$ cat config.mk
export PLATFORM = sky130hd
export DESIGN_NAME = sig_compactor
export DESIGN_NICKNAME = d
export VERILOG_FILES = /design/src/rtl/sig_compactor.sv
export SDC_FILE = /design/constraint.sdc
export NUM_CORES = 1
export LEC_CHECK = 0
export BUFFER_PORTS_ARGS = -buffer_cell sky130_fd_sc_hd__buf_4
export CORE_UTILIZATION = 51
export DETAILED_ROUTE_END_ITERATION = 10
export PLACE_DENSITY = 0.78
export SETUP_SLACK_MARGIN = 0.15
export SYNTH_ARGS = -nofsm -noshare
export SYNTH_HDL_FRONTEND = slang
export SYNTH_SLANG_ARGS = --single-unit
$ cat constraint.sdc
create_clock -name clk -period 1.9 [get_ports clk]
set_clock_uncertainty 0.05 [all_clocks]
set_input_delay 0.095 -clock clk [delete_from_list [all_inputs] [get_ports clk]]
set_output_delay 0.095 -clock clk [all_outputs]
set_load 0.01 [all_outputs]
$ cat src/rtl/sig_compactor.sv
module sig_compactor #(
  parameter int IN_W   = 32,
  parameter bit REDUCE = 1'b1,
  parameter int SIG_W  = REDUCE ? IN_W / 2 : IN_W,
  parameter int NCAP   = 8,
  parameter logic [SIG_W-1:0] TAPS   = {{(SIG_W-16){1'b0}}, 16'h1021},
  parameter logic [SIG_W-1:0] GOLDEN = '0
) (
  input  logic            clk,
  input  logic            rst_n,
  input  logic            clear,
  input  logic            capture,
  input  logic [IN_W-1:0] resp,
  input  logic            shift_en,
  input  logic            compare,
  output logic            sig_serial,
  output logic            verdict_valid,
  output logic            pass
);
  localparam int CW = $clog2(NCAP + 1);

  logic [SIG_W-1:0] sig_q, folded, fb;
  logic [CW-1:0]    cnt_q;
  logic             full, valid_q, pass_q;

  genvar gi;
  generate
    for (gi = 0; gi < SIG_W; gi++) begin : g_fold
      if (REDUCE) begin : g_pair
        assign folded[gi] = resp[2*gi] ^ resp[2*gi+1];
      end else begin : g_direct
        assign folded[gi] = resp[gi];
      end
    end
  endgenerate

  assign full = (cnt_q == CW'(NCAP));
  assign fb   = sig_q[SIG_W-1] ? TAPS : '0;

  always_ff @(posedge clk or negedge rst_n) begin
    if (!rst_n) begin
      sig_q <= '0;
      cnt_q <= '0;
    end else if (clear) begin
      sig_q <= '0;
      cnt_q <= '0;
    end else if (shift_en) begin
      sig_q <= {sig_q[SIG_W-2:0], 1'b0};
    end else if (capture && !full) begin
      sig_q <= {sig_q[SIG_W-2:0], 1'b0} ^ fb ^ folded;
      cnt_q <= cnt_q + 1'b1;
    end
  end

  always_ff @(posedge clk or negedge rst_n) begin
    if (!rst_n) begin
      valid_q <= 1'b0;
      pass_q  <= 1'b0;
    end else if (clear) begin
      valid_q <= 1'b0;
      pass_q  <= 1'b0;
    end else if (compare && full && !valid_q) begin
      valid_q <= 1'b1;
      pass_q  <= (sig_q == GOLDEN);
    end
  end

  assign sig_serial    = sig_q[SIG_W-1];
  assign verdict_valid = valid_q;
  assign pass          = pass_q;


  clear_zero_chk: assert property (@(posedge clk) disable iff (!rst_n)
    clear |=> (sig_q == '0 && cnt_q == '0 && !verdict_valid && !pass));


  idle_hold_chk: assert property (@(posedge clk) disable iff (!rst_n)
    (!clear && !capture && !shift_en) |=> $stable(sig_q));


  sat_ignore_chk: assert property (@(posedge clk) disable iff (!rst_n)
    (full && !clear && !shift_en) |=> ($stable(sig_q) && $stable(cnt_q)));


  early_cmp_chk: assert property (@(posedge clk) disable iff (!rst_n)
    (compare && !full && !verdict_valid && !clear) |=> !verdict_valid);


  verdict_hold_chk: assert property (@(posedge clk) disable iff (!rst_n)
    (verdict_valid && !clear) |=> (verdict_valid && $stable(pass)));


  pass_gate_chk: assert property (@(posedge clk) disable iff (!rst_n)
    !verdict_valid |-> !pass);


  shift_step_chk: assert property (@(posedge clk) disable iff (!rst_n)
    (shift_en && !clear) |=>
      (sig_q == {$past(sig_q[SIG_W-2:0]), 1'b0} && $stable(cnt_q)));


  no_x_capture_chk: assert property (@(posedge clk) disable iff (!rst_n)
    capture |-> !$isunknown(resp));
endmodule

==> results.json, run 1 <==
{
  "place_ws_ns": 0.234,
  "cp_cell_sequence": "inv_1, ha_1, nand3b_4, and2_4, nor3_4, buf_6, o2bb2ai_1",
  "vdd_drop_max_uv": 447,
  "post_synth_and_or_nand_nor_area_fraction_pct": 16.1,
  "drive_gt1_share_pct": 30.4,
  "synth_edf_count": 0,
  "p_leak_nw": 0.776,
  "postLayoutCoreUtil_pct": 70.9,
  "antennaDiodeCount": 0,
  "ys_seq_area_share_pct": 40.5,
  "die-width_um": 53.6,
  "p_sw_share_pct": 26.4,
  "fp.dieH_um": 53.6,
  "synth_top_flop_cell": "dfrtp_1",
  "first_pass_iters": 4,
  "whs_ns": 0.103,
  "synth_area_leaders": "dfrtp_1, xnor2_1, o2bb2ai_1, nor2_1, mux2i_1",
  "endpoint_kind": "flop",
  "rsz0062_at_grt": "no",
  "die_area_um2": 2870,
  "slew_violations": 0,
  "finalSetupViolCount": 0,
  "startpoint_type": "flop",
  "start_util_pct": 54.4,
  "tightest_slew_ns": 0.284,
  "status": "complete, no violations",
  "final_nets": 212,
  "cts_root_buf": "clkbuf_4",
  "grt_usage_pct": 23.4,
  "clock_path_buffers": 2,
  "gr-usage-met3_pct": 3.11,
  "p_clk_share_pct": 30.2,
  "wl_um": 2870,
  "ant_nets": 0,
  "hold_depth": 2,
  "syn-num-nets": 167,
  "cp_data_required_time_ns": 2.10,
  "synth_top_family_by_area": "XOR/XNOR gates",
  "multi_input_area_um2": 759,
  "yosysTopAreaCellShare_pct": 40.5,
  "final_cells": 201,
  "core_area_um2": 2500,
  "grt_pass1_vias": 1171,
  "portBuffers": 40,
  "cts.sinks": 22,
  "place_congestion": 0.749,
  "clock_latency_ns": 0.32,
  "place_inst": 193,
  "cap_violations": 0,
  "hp-class": "input pin to flop",
  "vias": 1085,
  "finalCriticalPeriod_ns": 1.64,
  "htree_levels": 1,
  "area_growth_pct": 30.5,
  "antenna_found_initial": 0,
  "synthArstFlopShare_pct": 100,
  "synth_compound_gate_area_share_pct": 12.2,
  "hold_violations": 0,
  "io_pins": 41,
  "crit_type": "flop to flop",
  "numCtsBuffers": 3,
  "arrival_ns": 1.84,
  "drtIter0Drc": 4,
  "synthCells": 127,
  "place_hpwl_um": 2100,
  "critPathMaxFanout": 15,
  "busiest_layer": "met2",
  "net-switching-power_uw": 320,
  "crit_slowest_cell": "dfrtp_1",
  "fmax_ghz": 0.609,
  "rows": 18,
  "fill_cells": 178,
  "power_density_nw_per_um2": 682,
  "yosys_warnings": 0,
  "grtUsageMet1_pct": 27.2,
  "comb_power_share_pct": 24.2,
  "slowest_delay_ns": 0.42,
  "routedWlPerCell_um": 14.3,
  "grt-ovfl-total": 0,
  "yosysMostFrequentCell": "xnor2_1",
  "met2_usage_pct": 42.7,
  "tns_ns": 0,
  "synth_mux_area_share_pct": 3.78,
  "grt_pass1_wl_um": 4770,
  "ff2ff_path_depth": 7,
  "max_slew_margin_pct": 81.1,
  "synth_area_um2": 1360,
  "avgSynthCellArea_um2": 10.7,
  "drc_errors": 0,
  "clk_pin_slew_ns": 0.14,
  "period_share_pct": 86.4,
  "synth_commonest_cells": "xnor2_1, dfrtp_1, nor2_1, o2bb2ai_1",
  "p_int_uw": 889,
  "synth_fa_ha_area_share_pct": 1.84,
  "ys_ff_latch": 22,
  "synth-xor-area-share_pct": 21.9,
  "ys_types": 27,
  "worst_slack_ns": 0.258,
  "regArea_um2": 551,
  "synth_largest_area_cell": "dfrtp_1",
  "routed_via_density": 5.40,
  "pwr-share-seq_pct": 45.5,
  "tritoncts": "built",
  "grt_max_degree": 23
}
==> routing by layer <==
| metal | wire length [um] | part of all wire, % | vias up |
|---|---|---|---|
| met5 | 0 | 0 | - |
| met1 | 1270 | 44 | 526 |
| met2 | 1480 | 52 | 25 |
| li1 | - | - | 528 |
| met3 | 89 | 3.1 | 6 |
| met4 | 34 | 1.2 | 0 |
==> state kept, by name, indices dropped and copies added (netlist names) <==
name / flops
cnt_q: 4
pass: 1
sig_q: 16
verdict_valid: 1
==> layout by cell type, fill, tap and decap left out <==
master	instances
nand3_1	1
mux2_2	1
nand4_1	1
clkbuf_4	3
ha_1	2
or4_1	1
o2bb2ai_1	15
xnor2_1	31
or2b_1	1
bufinv_16	1
nand3b_4	2
a21oi_1	1
o21ai_0	1
nand4b_1	1
nor3_1	1
buf_12	1
o21bai_4	1
nor4_1	4
buf_4	40
xor2_1	3
and2_4	1
nor2b_1	1
nor2_1	21
dlygate4sd3_1	3
nand2_1	1
nor3_4	1
buf_6	1
inv_1	3
a31oi_1	1
mux2i_1	4
dfrtp_1	22
==> power groups by stage <==
stage	Clock, mW	Sequential (mW)	Combinational [mW]
finish	0.365	0.551	0.293
global route	0.389	0.556	0.326
CTS	0.369	0.550	0.289
detailed placement	0	0.559	0.281
global placement	0	0.556	0.273
floorplan	0	0.548	0.176
==> area by class of cell <==
cell class              instances  area share [%]
clock inverters                 1            1.69
multi-input cells              97            42.8
clock buffers                   3            1.27
flip-flops and latches         22            31.1
well taps                      30            2.12
inverters                       3           0.635
repair buffers                 45            20.4
==> cell families after synthesis <==
family,Yosys count
compound gates,19
xor+xnor,34
fa+ha+maj,2
buf+inv,8
flops,22
mux,5
simple gates,37
==> through the flow <==
step / cell area [um^2] / power (mW)
floorplan: 1360 / 0.724
global placement: 1670 / 0.829
detailed placement: 1670 / 0.840
CTS: 1750 / 1.21
global route: 1770 / 1.27
finish: 1770 / 1.21
==> path summary, 6_finish.rpt <==
kind                           from         to  slack, ns
max                        cnt_q[0]  sig_q[12]       0.26
max in group asynchronous     rst_n   sig_q[0]       1.43
min in group asynchronous     rst_n   cnt_q[0]       0.14
min                        shift_en   sig_q[0]       0.10
max reg2reg                cnt_q[0]  sig_q[12]       0.26
min reg2reg                    pass       pass       0.48
==> worst max-delay path: cells and delay by family (launching register included) <==
family	cells	cell delay, ns
buffers and inverters	2	0.29
AND/OR/NAND/NOR	3	0.43
adder cells (fa/ha/maj)	1	0.23
flip-flops	1	0.42
AO/OA/AOI/OAI	1	0.14
==> timing repair <==
action                                  4_1_cts  5_1_grt
hold buffers                                  3        0
setup buffers                                 0        1
resized for setup                             0        1
endpoints found under the setup margin        0       14
hold endpoints to repair                     26        0
No activity file was read; power rests on OpenSTA's default activity.
==> run 2: changes to the inputs <==
- clock period: 1.9 -> 1.7 ns (I/O delays scaled with it)
==> results.json, run 2 (synthesis results as in run 1) <==
{
  "status": "complete, no violations",
  "grt-ovfl-total": 0,
  "vias": 1137,
  "area_growth_pct": 38.3,
  "r2r-end": "sig_q[8]",
  "clk_pin_slew_ns": 0.11,
  "p_int_uw": 862,
  "tightest_slew_ns": 0.335,
  "startpoint": "cnt_q[0]",
  "cp_cell_sequence": "inv_2, ha_4, nand3b_4, and2_4, nor3_4, buf_6, o2bb2ai_1",
  "grt_usage_pct": 25.9,
  "io_pins": 41,
  "tns_ns": 0,
  "grt_pass1_vias": 1224,
  "largest_register": "sig_q",
  "net-switching-power_uw": 369,
  "grt_max_degree": 23,
  "arrival_ns": 1.70,
  "pwr-share-seq_pct": 50.6,
  "timing.rr.start": "cnt_q[0]",
  "slowest_delay_ns": 0.40,
  "power.total_mw": 1.23,
  "layout_commonest_cell": "buf_4",
  "antennaDiodeCount": 0,
  "ff2ff_setup_slack_ns": 0.18,
  "hold_depth": 2,
  "grt_pass1_wl_um": 5220,
  "endpoint_kind": "flop",
  "core_area_um2": 2500,
  "drc_errors": 0,
  "first_pass_iters": 4,
  "cap_violations": 0,
  "routed_via_density": 5.52,
  "drtIter0Drc": 5,
  "postLayoutCoreUtil_pct": 75.2,
  "vdd_drop_max_uv": 517,
  "rows": 18,
  "ff2ff_path_depth": 7,
  "die-width_um": 53.6,
  "wl_um": 3180,
  "crit_slowest_cell": "dfrtp_1",
  "fp.dieH_um": 53.6,
  "final_nets": 218,
  "ant_nets": 0,
  "numCtsBuffers": 3,
  "start_util_pct": 54.4,
  "max_slew_margin_pct": 77.4,
  "p_clk_share_pct": 18.7,
  "period_share_pct": 89.3,
  "drive_gt1_share_pct": 40.9,
  "crit_type": "flop to flop",
  "top_regs": "sig_q: 16 flops, cnt_q: 4 flops",
  "slew_violations": 0,
  "hp-class": "input pin to flop",
  "layout_common_cells": "buf_4, xnor2_1, dfrtp_1, nor2_1, o2bb2ai_2",
  "place_congestion": 0.740,
  "clock_path_buffers": 2,
  "portBuffers": 40,
  "largest_reg_flops": 16,
  "htree_levels": 1,
  "routedWlPerCell_um": 15.4,
  "die_area_um2": 2870,
  "antenna_found_initial": 0,
  "finalSetupViolCount": 0,
  "rsz0062_at_grt": "yes",
  "p_leak_nw": 0.823,
  "cts.sinks": 22,
  "cp_data_required_time_ns": 1.88,
  "setup.worst_path.end": "sig_q[8]",
  "finalCriticalPeriod_ns": 1.52,
  "comb_power_share_pct": 30.7,
  "place_hpwl_um": 2170,
  "p_sw_share_pct": 29.9,
  "clock_latency_ns": 0.30,
  "cts_root_buf": "clkbuf_4",
  "startpoint_type": "flop",
  "hold_violations": 0,
  "tritoncts": "built",
  "power_density_nw_per_um2": 655,
  "critPathMaxFanout": 8,
  "fmax_ghz": 0.659
}
-- run 2: cell types whose count changed in the layout (fill, tap and decap cells not counted), sizes merged --
| cell | previous run | this run |
|---|---|---|
| buf | 42 | 48 |
| bufinv | 1 | 0 |
-- run 2: timing repair --
item,4_1_cts,5_1_grt
endpoints found under the setup margin,17,16
hold buffers,3,0
endpoints found under the hold margin,26,0
pin swaps,4,1
setup buffers,5,1
cloned,1,0
resized for setup,10,9
-- run 2: power groups by stage --
stage / clock network [mW] / registers (mW) / logic [mW]
6_report: 0.231 / 0.623 / 0.378
5_1_grt: 0.254 / 0.628 / 0.410
4_1_cts: 0.232 / 0.616 / 0.355
3_5_place_dp: 0 / 0.624 / 0.316
3_3_place_gp: 0 / 0.622 / 0.303
2_1_floorplan: 0 / 0.613 / 0.197
-- run 2: critical path, delay by kind of cell (launching register included) --
| kind | cells | cell delay [ns] |
|---|---|---|
| compound gates | 1 | 0.12 |
| fa+ha+maj | 1 | 0.15 |
| buf+inv | 2 | 0.27 |
| flops | 1 | 0.40 |
| simple gates | 3 | 0.45 |
-- run 2: routing by layer --
metal,up-vias,track usage [%],share of wire [%]
li1,540,-,-
met3,5,4.24,2.6
met4,0,9.21,1.4
met2,24,50.8,56
met5,-,0,0
met1,568,27.2,40
-- run 2: metrics by stage --
| step | setup slack (ns) | instance area [um^2] | hold slack (ns) | std cells |
|---|---|---|---|---|
| final | 0.182 | 1880 | 0.0952 | 206 |
| after global routing | 0.0919 | 1880 | 0.101 | 206 |
| after CTS | 0.120 | 1820 | 0.0937 | 205 |
| after detailed placement | 0.0184 | 1670 | -0.0634 | 193 |
| after global placement | 0.126 | 1670 | -0.0649 | 193 |
| after floorplan | 0.159 | 1360 | -0.261 | 127 |
-- run 2: how the worst min path moves through the flow --
stage | startpoint | to | slack, ns
floorplan | rst_n | cnt_q[0] | -0.26
global placement | rst_n | cnt_q[2] | -0.06
detailed placement | rst_n | cnt_q[3] | -0.06
CTS | shift_en | sig_q[0] | 0.09
global route | shift_en | sig_q[0] | 0.10
finish | shift_en | sig_q[0] | 0.1
-- run 2: final cells by class --
type,count,area (um^2)
Clock buffer,3,22.5
Fill cell,193,621
Inverter,3,11.3
Multi-Input combinational cell,97,847
Sequential cell,22,551
Tap cell,30,37.5
Timing Repair Buffer,51,410
==> run 3: changes to the inputs <==
- RECOVER_POWER: not set -> 50
==> results.json, run 3 (synthesis results as in run 1) <==
{
  "rsz0062_at_grt": "yes",
  "io_pins": 41,
  "net-switching-power_uw": 369,
  "p_clk_share_pct": 18.8,
  "crit_type": "flop to flop",
  "critPathMaxFanout": 8,
  "area_growth_pct": 37.8,
  "cp_cell_sequence": "inv_2, ha_4, nand3b_4, and2_4, nor3_4, buf_6, o2bb2ai_1",
  "largest_register": "sig_q",
  "slowest_delay_ns": 0.40,
  "start_util_pct": 54.4,
  "r2r-end": "sig_q[8]",
  "cts_root_buf": "clkbuf_4",
  "ant_nets": 0,
  "grt_pass1_vias": 1224,
  "pwr-share-seq_pct": 50.7,
  "ff2ff_path_depth": 7,
  "routed_via_density": 5.52,
  "cap_violations": 0,
  "cp_data_required_time_ns": 1.88,
  "clock_latency_ns": 0.30,
  "status": "complete, no violations",
  "fp.dieH_um": 53.6,
  "largest_reg_flops": 16,
  "portBuffers": 40,
  "finalCriticalPeriod_ns": 1.52,
  "wl_um": 3180,
  "cp_top_family": "simple AND/OR/NAND/NOR gates",
  "grt_max_degree": 23,
  "p_int_uw": 859,
  "grt_pass1_wl_um": 5220,
  "hold_depth": 2,
  "first_pass_iters": 4,
  "final_cells": 206,
  "worst_slack_ns": 0.180,
  "clock_path_buffers": 2,
  "endpoint_kind": "flop",
  "die-width_um": 53.6,
  "htree_levels": 1,
  "fmax_ghz": 0.658,
  "timing.rr.start": "cnt_q[0]",
  "grt_usage_pct": 25.9,
  "whs_ns": 0.0951,
  "tns_ns": 0,
  "drive_gt1_share_pct": 39.8,
  "startpoint": "cnt_q[0]",
  "power_density_nw_per_um2": 656,
  "placed_cell_area_um2": 1670,
  "startpoint_type": "flop",
  "vdd_drop_max_uv": 517,
  "fin_area_um2": 1870,
  "place_ws_ns": 0.0184,
  "crit_slowest_cell": "dfrtp_1",
  "period_share_pct": 89.4,
  "path_depth": 7,
  "core_area_um2": 2500,
  "hp-class": "input pin to flop",
  "arrival_ns": 1.70,
  "ff2ff_setup_slack_ns": 0.18,
  "max_slew_margin_pct": 21.2,
  "layout_common_cells": "buf_4, xnor2_1, dfrtp_1, nor2_1, o2bb2ai_2",
  "tritoncts": "built",
  "p_sw_share_pct": 30.0,
  "grt-ovfl-total": 0,
  "numCtsBuffers": 3,
  "slew_violations": 0,
  "routedWlPerCell_um": 15.4,
  "setup.worst_path.end": "sig_q[8]",
  "timing.critical_path.buf_inv": 2,
  "vias": 1137,
  "antennaDiodeCount": 0,
  "place_hpwl_um": 2170,
  "antenna_found_initial": 0,
  "p_leak_nw": 0.815,
  "rows": 18,
  "finalSetupViolCount": 0,
  "top_regs": "sig_q: 16 flops, cnt_q: 4 flops",
  "clk_pin_slew_ns": 0.11,
  "hold_violations": 0,
  "drtIter0Drc": 7,
  "die_area_um2": 2870,
  "comb_power_share_pct": 30.5,
  "cts.sinks": 22,
  "place_inst": 193,
  "place_congestion": 0.740,
  "layout_commonest_cell": "buf_4",
  "drc_errors": 0,
  "tightest_slew_ns": 1.18,
  "final_nets": 218
}
run 3: changes by cell type in the layout (fill, tap and decap cells not counted), sizes merged:
cell / change
clkbuf: +2
buf: -2
run 3: through the flow:
step | total power [mW] | utilization, %
final | 1.23 | 74.9
after floorplan | 0.810 | -
after CTS | 1.20 | 72.6
after detailed placement | 0.940 | 66.7
after global routing | 1.29 | 74.9
after global placement | 0.926 | 66.7
run 3: worst min path at each step:
stage          slack, ns        to  startpoint
2_1_floorplan      -0.26  cnt_q[0]       rst_n
6_report             0.1  sig_q[0]    shift_en
3_3_place_gp       -0.06  cnt_q[2]       rst_n
5_1_grt             0.10  sig_q[0]    shift_en
3_5_place_dp       -0.06  cnt_q[3]       rst_n
4_1_cts             0.09  sig_q[0]    shift_en
run 3: final cells by class:
| type | count | area (um^2) |
|---|---|---|
| Multi-Input combinational cell | 97 | 847 |
| Fill cell | 195 | 628 |
| Sequential cell | 22 | 551 |
| Timing Repair Buffer | 51 | 403 |
| Tap cell | 30 | 37.5 |
| Clock buffer | 3 | 22.5 |
| Inverter | 3 | 11.3 |
run 3: what timing repair did:
| item | in CTS | in global routing |
|---|---|---|
| resized for setup | 10 | 9 |
| setup buffers | 5 | 1 |
| hold buffers | 3 | 0 |
| gates cloned | 1 | 0 |
| pin swaps | 4 | 1 |
| endpoints found under the setup margin | 17 | 16 |
| endpoints found under the hold margin | 26 | 0 |
run 3: routing by layer:
| metal | global-route usage [%] | vias to the layer above | wire length (um) |
|---|---|---|---|
| met4 | 9.21 | 0 | 43 |
| met3 | 4.24 | 5 | 81 |
| met2 | 50.8 | 24 | 1790 |
| met5 | 0 | - | 0 |
| met1 | 27.2 | 568 | 1270 |
| li1 | - | 540 | - |
run 3: power by group through the flow:
stage	Combinational (mW)	Sequential (mW)	Clock, mW
after floorplan	0.197	0.613	0
after global placement	0.303	0.622	0
after detailed placement	0.316	0.624	0
after CTS	0.355	0.616	0.232
after global routing	0.407	0.628	0.254
final	0.375	0.622	0.231
